[src/rtl/irq_drain_pkg.sv]
package irq_drain_pkg;
  typedef enum logic [1:0] {
    ST_IDLE  = 2'd0,
    ST_EMIT  = 2'd1,
    ST_WAIT  = 2'd2,
    ST_REDIR = 2'd3
  } drain_state_e;
endpackage

[src/rtl/irq_drain_decide.sv]
module irq_drain_decide (
  input  logic irq_req_i,
  input  logic irq_en_i,
  input  logic flush_i,
  input  logic retired_i,
  output logic arm_o,
  output logic take_o,
  output logic drop_o
);
  // flush wins over every other event
  assign arm_o  = irq_req_i & ~flush_i;
  assign take_o = retired_i & ~flush_i & irq_en_i & irq_req_i;
  assign drop_o = flush_i | (retired_i & ~(irq_en_i & irq_req_i));
endmodule

[src/rtl/irq_drain_fsm.sv]
module irq_drain_fsm
  import irq_drain_pkg::*;
(
  input  logic         clk_i,
  input  logic         rst_ni,
  input  logic         arm_i,
  input  logic         take_i,
  input  logic         drop_i,
  input  logic         flush_i,
  output drain_state_e state_o
);
  drain_state_e state_q, state_d;

  always_comb begin
    state_d = state_q;
    unique case (state_q)
      ST_IDLE:  if (arm_i) state_d = ST_EMIT;
      ST_EMIT:  state_d = flush_i ? ST_IDLE : ST_WAIT;
      ST_WAIT: begin
        if (take_i)      state_d = ST_REDIR;
        else if (drop_i) state_d = ST_IDLE;
      end
      ST_REDIR: state_d = ST_IDLE;
      default:  state_d = ST_IDLE;
    endcase
  end

  always_ff @(posedge clk_i or negedge rst_ni) begin
    if (!rst_ni) state_q <= ST_IDLE;
    else         state_q <= state_d;
  end

  assign state_o = state_q;
endmodule

[src/rtl/irq_drain_out.sv]
module irq_drain_out
  import irq_drain_pkg::*;
#(
  parameter int unsigned         ADDR_W      = 32,
  parameter logic [ADDR_W-1:0]   HANDLER_VEC = 32'h0000_0180
) (
  input  drain_state_e      state_i,
  output logic              stall_o,
  output logic              marker_emit_o,
  output logic              marker_sstep_o,
  output logic              redirect_valid_o,
  output logic [ADDR_W-1:0] redirect_pc_o
);
  always_comb begin
    stall_o          = (state_i != ST_IDLE);
    marker_emit_o    = (state_i == ST_EMIT);
    marker_sstep_o   = (state_i == ST_EMIT);
    redirect_valid_o = (state_i == ST_REDIR);
    redirect_pc_o    = (state_i == ST_REDIR) ? HANDLER_VEC : '0;
  end
endmodule

[src/rtl/irq_drain_seq.sv]
module irq_drain_seq
  import irq_drain_pkg::*;
#(
  parameter int unsigned       ADDR_W      = 32,
  parameter logic [ADDR_W-1:0] HANDLER_VEC = 32'h0000_0180
) (
  input  logic              clk_i,
  input  logic              rst_ni,
  input  logic              irq_req_i,
  input  logic              irq_en_i,
  input  logic              marker_retired_i,
  input  logic              flush_i,
  output logic              stall_o,
  output logic              marker_emit_o,
  output logic              marker_sstep_o,
  output logic              redirect_valid_o,
  output logic [ADDR_W-1:0] redirect_pc_o
);
  logic         arm, take, drop;
  drain_state_e state;

  irq_drain_decide u_decide (
    .irq_req_i (irq_req_i),
    .irq_en_i  (irq_en_i),
    .flush_i   (flush_i),
    .retired_i (marker_retired_i),
    .arm_o     (arm),
    .take_o    (take),
    .drop_o    (drop)
  );

  irq_drain_fsm u_fsm (
    .clk_i   (clk_i),
    .rst_ni  (rst_ni),
    .arm_i   (arm),
    .take_i  (take),
    .drop_i  (drop),
    .flush_i (flush_i),
    .state_o (state)
  );

  irq_drain_out #(.ADDR_W(ADDR_W), .HANDLER_VEC(HANDLER_VEC)) u_out (
    .state_i          (state),
    .stall_o          (stall_o),
    .marker_emit_o    (marker_emit_o),
    .marker_sstep_o   (marker_sstep_o),
    .redirect_valid_o (redirect_valid_o),
    .redirect_pc_o    (redirect_pc_o)
  );
endmodule

[config.mk]
export PLATFORM = sky130hd
export DESIGN_NAME = irq_drain_seq
export DESIGN_NICKNAME = d
export VERILOG_FILES = /design/src/rtl/irq_drain_pkg.sv /design/src/rtl/irq_drain_decide.sv /design/src/rtl/irq_drain_fsm.sv /design/src/rtl/irq_drain_out.sv /design/src/rtl/irq_drain_seq.sv
export SDC_FILE = /design/constraint.sdc
export NUM_CORES = 1
export LEC_CHECK = 0
export BUFFER_PORTS_ARGS = -buffer_cell sky130_fd_sc_hd__buf_2
export CAP_MARGIN = 10
export CORE_AREA = 2 2 39 41
export CTS_BUF_LIST = sky130_fd_sc_hd__clkbuf_4
export CTS_CLUSTER_DIAMETER = 30
export DETAILED_ROUTE_END_ITERATION = 8
export DIE_AREA = 0 0 41 43
export PLACE_DENSITY = 0.71
export SYNTH_ARGS = -nofsm -noshare
export SYNTH_HDL_FRONTEND = slang
export SYNTH_SLANG_ARGS = --single-unit
[constraint.sdc]
create_clock -name clk_i -period 0.85 [get_ports clk_i]
set_input_delay 0.17 -clock clk_i [delete_from_list [all_inputs] [get_ports clk_i]]
set_output_delay 0.17 -clock clk_i [all_outputs]
set_load 0.05 [all_outputs]
==> results of run 1 <==
worst max-delay path, stage by stage, from the launching register on:
cell and delay (ns):
dfrtp_1 0.37, buf_4 0.15, and2_4 0.14, buf_6 0.15
how the worst max path moves through the flow:
stage                           startpoint          endpoint  slack [ns]  cells past startpoint
after floorplan           u_fsm.state_o[1]    marker_sstep_o       -0.25                      2
after global placement    u_fsm.state_o[0]           stall_o       -0.20                      2
after detailed placement  u_fsm.state_o[0]           stall_o       -0.20                      2
after CTS                 u_fsm.state_o[1]  redirect_pc_o[8]       -0.37                      3
after global routing      u_fsm.state_o[1]  redirect_pc_o[8]       -0.40                      3
final                     u_fsm.state_o[1]  redirect_pc_o[8]       -0.36                      3
cell usage in the layout, fill, tap and decap left out:
master and n:
or3b_1 1, inv_1 2, o2bb2ai_2 1, and2b_4 1, dfrtp_1 2, buf_4 3
buf_8 3, buf_6 3, dlygate4sd3_1 1, or2_4 1, conb_1 30, a2111oi_1 1
and2_4 1, clkbuf_4 3, a21boi_0 1, buf_2 5, nand2_1 1
report_power, final:
group | internal [mW] | switching, mW
Clock | 0.156 | 0.0590
Sequential | 0.102 | 0.00516
Combinational | 0.0782 | 0.374
logic make-up after synthesis:
kind of cell | synth area share
buffers and inverters | 0.6778
and+or+nand+nor | 0.09304
AOI/OAI and AO/OA | 0.08638
DFF | 0.1329
other | 0.009957
per-layer routing:
metal,wire (µm),vias up,track usage,share of wire
li1,-,107,-,-
met1,132,110,0.02540,0.24
met2,314,21,0.1063,0.57
met3,86,2,0.01571,0.16
met4,18,0,0.1000,0.033
met5,0,-,0,0
layout make-up:
| cell class | instances | area [µm²] |
|---|---|---|
| inverter | 2 | 7.507 |
| timing repair buffer | 15 | 136.4 |
| clock buffer | 3 | 22.52 |
| multi-input combinational | 38 | 185.2 |
| tap | 16 | 20.02 |
| sequential | 2 | 50.05 |
| fill | 157 | 962.2 |
timing repair:
item                                    4_1_cts  5_1_grt
endpoints found under the setup margin        8        8
endpoints found under the hold margin         2        0
setup buffers                                 1        0
hold buffers                                  1        0
pin swaps                                     0        1
gates resized for setup                      16        0
==> results.json, run 1 <==
{
  "status": "finished with violations",
  "violations": "negative setup slack",
  "postPlaceCellArea_um2": 330.3,
  "ant_nets": 0,
  "cp_data_arrival_time_ns": 1.04,
  "ys_types": 12,
  "dp_hpwl_um": 434.9,
  "fmax_mhz": 825.7,
  "routed-via-count": 240,
  "r2r-end": "u_fsm.state_o[1]",
  "rr_worst_depth": 3,
  "drive_above_1_share": 0.3500,
  "finalSetupViolations": 8,
  "clock-root-buffer": "clkbuf_4",
  "grt_usage": 0.06000,
  "synth_area_leaders": "buf_4 66%, dfrtp_1 13%, o2bb2ai_2 4.0%",
  "grt_pass1_wl_um": 614,
  "avgSynthCellArea_um2": 8.187,
  "drtPass1Iterations": 2,
  "place_ws_ns": -0.2037,
  "yosysSeqAreaShare": 0.1329,
  "ys_seq_elements": 2,
  "antenna_cells": 0,
  "gp_congestion": 0.5091,
  "timing.final.hold_violations": 0,
  "total_power_uw": 774.3,
  "worst-r2r-setup-slack_ns": -0.25,
  "ios": 42,
  "wl_per_cell_um": 7.250,
  "clock_path_buffers": 2,
  "initialDrtViolationCount": 3,
  "holdWs_ns": 0.1423,
  "powerDensity_nw_per_um2": 1836,
  "layout_setup_ws_ns": -0.3610,
  "ys_warn_count": 0,
  "leakagePower_nw": 0.2515,
  "clock-sinks": 2,
  "synth_commonest_cells": "33 x buf_4, 2 x dfrtp_1, 2 x inv_1",
  "placed_cells": 71,
  "vdd_ir_drop_max_mv": 0.5091,
  "worst-endpoint-required_ns": 0.68,
  "fin_area_um2": 421.7,
  "hp-class": "in2reg",
  "drv_cap": 0,
  "synth_cells": 46,
  "hold_end": "u_fsm.state_o[0]",
  "path_clk_slew_ns": 0.03,
  "area_growth_pct": 11.96,
  "synth_top_area_frac": 0.6578,
  "synth-edff-count": 0,
  "yosysMostFrequentCell": "buf_4",
  "totalWireLength_um": 551,
  "cp-end-kind": "output pin",
  "cts_tree": "built",
  "die_width_um": 41,
  "rsz0062_at_grt": "true",
  "dieArea_um2": 1763,
  "finClkSkew_ns": 0.0002467,
  "fin_crit_ns": 1.211,
  "drv_slew": 0,
  "grt_pass1_vias": 172,
  "cts_buffers": 3,
  "reg2reg_from": "u_fsm.state_o[0]",
  "critPathMaxFanout": 3,
  "grt_max_degree": 5,
  "insertion_delay_ns": 0.23,
  "synthArstFlopShare": 1.000,
  "critPathKind": "reg2out",
  "die_h_um": 43,
  "largest_register_ffs": 2,
  "initial_utilization": 0.2722,
  "fin_cells": 76,
  "drcViolationCount": 0,
  "drt-vias-per-instance": 3.158,
  "grt_overflow": 0,
  "tns_ns": -2.580,
  "antenna_found_initial": 0,
  "h-tree-depth": 1,
  "fp-row-count": 14,
  "final_util": 0.3047,
  "synth_area_um2": 376.6,
  "min_from": "flush_i",
  "coreArea_um2": 1384,
  "period_share": 1.425,
  "synth_top_area_cell": "buf_4",
  "start_kind": "flip-flop",
  "nNetsFinal": 68,
  "place.port_buffers": 11,
  "synth_ff_type": "dfrtp_1",
  "holdPathStages": 2
}
(Power assumes the default switching activity.)
==> run 2: changes to the inputs <==
==> constraint.sdc (replaced) <==
create_clock -name clk_i -period 0.85 [get_ports clk_i]
set_input_delay 0 -clock clk_i [delete_from_list [all_inputs] [get_ports clk_i]]
set_output_delay 0 -clock clk_i [all_outputs]
set_load 0.05 [all_outputs]
==> run 2 against run 1 <==
The flow finishes with violations (negative hold slack, negative setup slack). Cell count down 1.3%. Setup slack better by 0.15 ns. Cell area up 1.5%. Flip-flop and latch count unchanged. Largest cell class unchanged. Fmax up 15%. Clock skew up 0.0019 ns. First-iteration DRC count down 67%. Register-to-register slack better by 0.04 ns. Critical endpoint is now u_fsm.state_o[1]. Routed wire length up 4.5%. Die area unchanged. Clock power down 3%.
==> results.json, run 2 (same netlist as run 1, synthesis figures left out) <==
{
  "area_growth_pct": 13.62,
  "place.port_buffers": 11,
  "cts_hold_buffers": 1,
  "period_share": 1.244,
  "dp_hpwl_um": 414.9,
  "insertion_delay_ns": 0.22,
  "cts_buffers": 3,
  "drive_above_1_share": 0.3559,
  "critPathBufInv": 1,
  "register_area_um2": 50.05,
  "coreArea_um2": 1384,
  "critPathMaxFanout": 4,
  "initialDrtViolationCount": 1,
  "critPathKind": "reg2reg",
  "finClkSkew_ns": 0.002144,
  "ios": 42,
  "worst-endpoint-required_ns": 1.00,
  "clock-root-buffer": "clkbuf_4",
  "path_clk_slew_ns": 0.03,
  "antenna_found_initial": 0,
  "grt_max_degree": 6,
  "grt_pass1_vias": 188,
  "grt_overflow": 0,
  "final_cell_mix": "30 x conb_1, 6 x buf_8, 5 x buf_2",
  "ant_nets": 0,
  "nNetsFinal": 67,
  "placed_cells": 69,
  "largest_register_ffs": 2,
  "final_common_cell": "conb_1",
  "clock_path_buffers": 2,
  "fp-row-count": 14,
  "violations": "negative hold slack, negative setup slack",
  "drv_cap": 0,
  "gp_congestion": 0.5090,
  "drtPass1Iterations": 2,
  "drcViolationCount": 0,
  "cpPeakStageDelay_ns": 0.37,
  "initial_utilization": 0.2722,
  "timing.final.hold_violations": 1,
  "fmax_mhz": 945.9,
  "grt_pass1_wl_um": 676,
  "dieArea_um2": 1763,
  "multi_input_area_um2": 187.7,
  "wl_per_cell_um": 7.680,
  "clock-sinks": 2,
  "totalWireLength_um": 576,
  "final_util": 0.3092,
  "vdd_ir_drop_max_mv": 0.3526,
  "drt-vias-per-instance": 3.027,
  "cts_tree": "built",
  "path_cells": "buf_4 -> or3b_4 -> o2bb2ai_2",
  "holdWs_ns": -0.01581,
  "grt_usage": 0.06907,
  "die_h_um": 43,
  "powerDensity_nw_per_um2": 1796,
  "fin_cells": 75,
  "layout_setup_ws_ns": -0.2072,
  "routed-via-count": 227,
  "rsz0062_at_grt": "true",
  "h-tree-depth": 1,
  "status": "finished with violations",
  "antenna_cells": 0,
  "leakagePower_nw": 0.2515,
  "cpMaxStageDelayCell": "dfrtp_1",
  "drv_slew": 0,
  "critical_path.top_delay_family": "flip-flops",
  "fin_crit_ns": 1.057,
  "finalSetupViolations": 8,
  "cp-end-kind": "flip-flop",
  "cp_data_arrival_time_ns": 1.21,
  "start_kind": "flip-flop",
  "fillers": 151,
  "hp-class": "in2reg",
  "die_width_um": 41
}
==> run 2: cell count changes in the layout (fill, tap and decap cells not counted) <==
| cell | previous run | this run |
|---|---|---|
| buf_8 | 3 | 6 |
| or3b_4 | 0 | 1 |
| or3b_1 | 1 | 0 |
| buf_4 | 3 | 2 |
| buf_6 | 3 | 0 |
==> run 2: final timing paths <==
path / from / endpoint / slack [ns] / depth (start not counted)
max: u_fsm.state_o[1] / u_fsm.state_o[1] / -0.21 / 3
min: flush_i / u_fsm.state_o[0] / -0.02 / 2
max reg2reg: u_fsm.state_o[1] / u_fsm.state_o[1] / -0.21 / 3
min reg2reg: u_fsm.state_o[0] / u_fsm.state_o[0] / 0.53 / 1
max in group asynchronous: rst_ni / u_fsm.state_o[0] / 0.66 / 2
min in group asynchronous: rst_ni / u_fsm.state_o[1] / 0.09 / 2
==> run 2: what timing repair did <==
item / 4_1_cts / 5_1_grt
gates resized for setup: 16 / 4
endpoints found under the hold margin: 3 / 1
pin swaps: 1 / 0
buffers inserted: 2 / 0
endpoints found under the setup margin: 8 / 8
==> run 2: layout make-up <==
cell class                      count  area share
Tap cell                           16     0.04678
Clock buffer                        3     0.05263
Sequential cell                     2      0.1170
Inverter                            2     0.01754
Timing Repair Buffer               14      0.3275
Multi-Input combinational cell     38      0.4386
==> run 2: per-layer routing <==
metal,track usage,up-vias,share of wire
met5,0,-,0
li1,-,106,-
met4,0.1000,0,0
met2,0.1281,24,0.59
met3,0.03665,0,0.21
met1,0.01911,97,0.19
==> run 2: where the power goes <==
group          internal, mW  switching, mW  leakage [nW]
Combinational        0.0783          0.373         0.211
Clock                 0.156         0.0531        0.0138
Sequential            0.102        0.00664        0.0267
Total                 0.336          0.433         0.251
==> run 2: through the flow <==
step                power [mW]  setup WS (ns)  cell area (µm²)  hold slack, ns  setup TNS (ns)
finish                  0.7685        -0.2072            427.9        -0.01581          -1.402
global route            0.8026        -0.2490            427.9       -0.003189          -1.671
CTS                     0.7756        -0.2120            414.1        -0.02825          -1.392
detailed placement      0.5048        -0.1259            315.3         -0.2114         -0.4160
global placement        0.5028        -0.1029            315.3         -0.2142         -0.3508
floorplan               0.5918       -0.08703            491.7         -0.2956         -0.1718
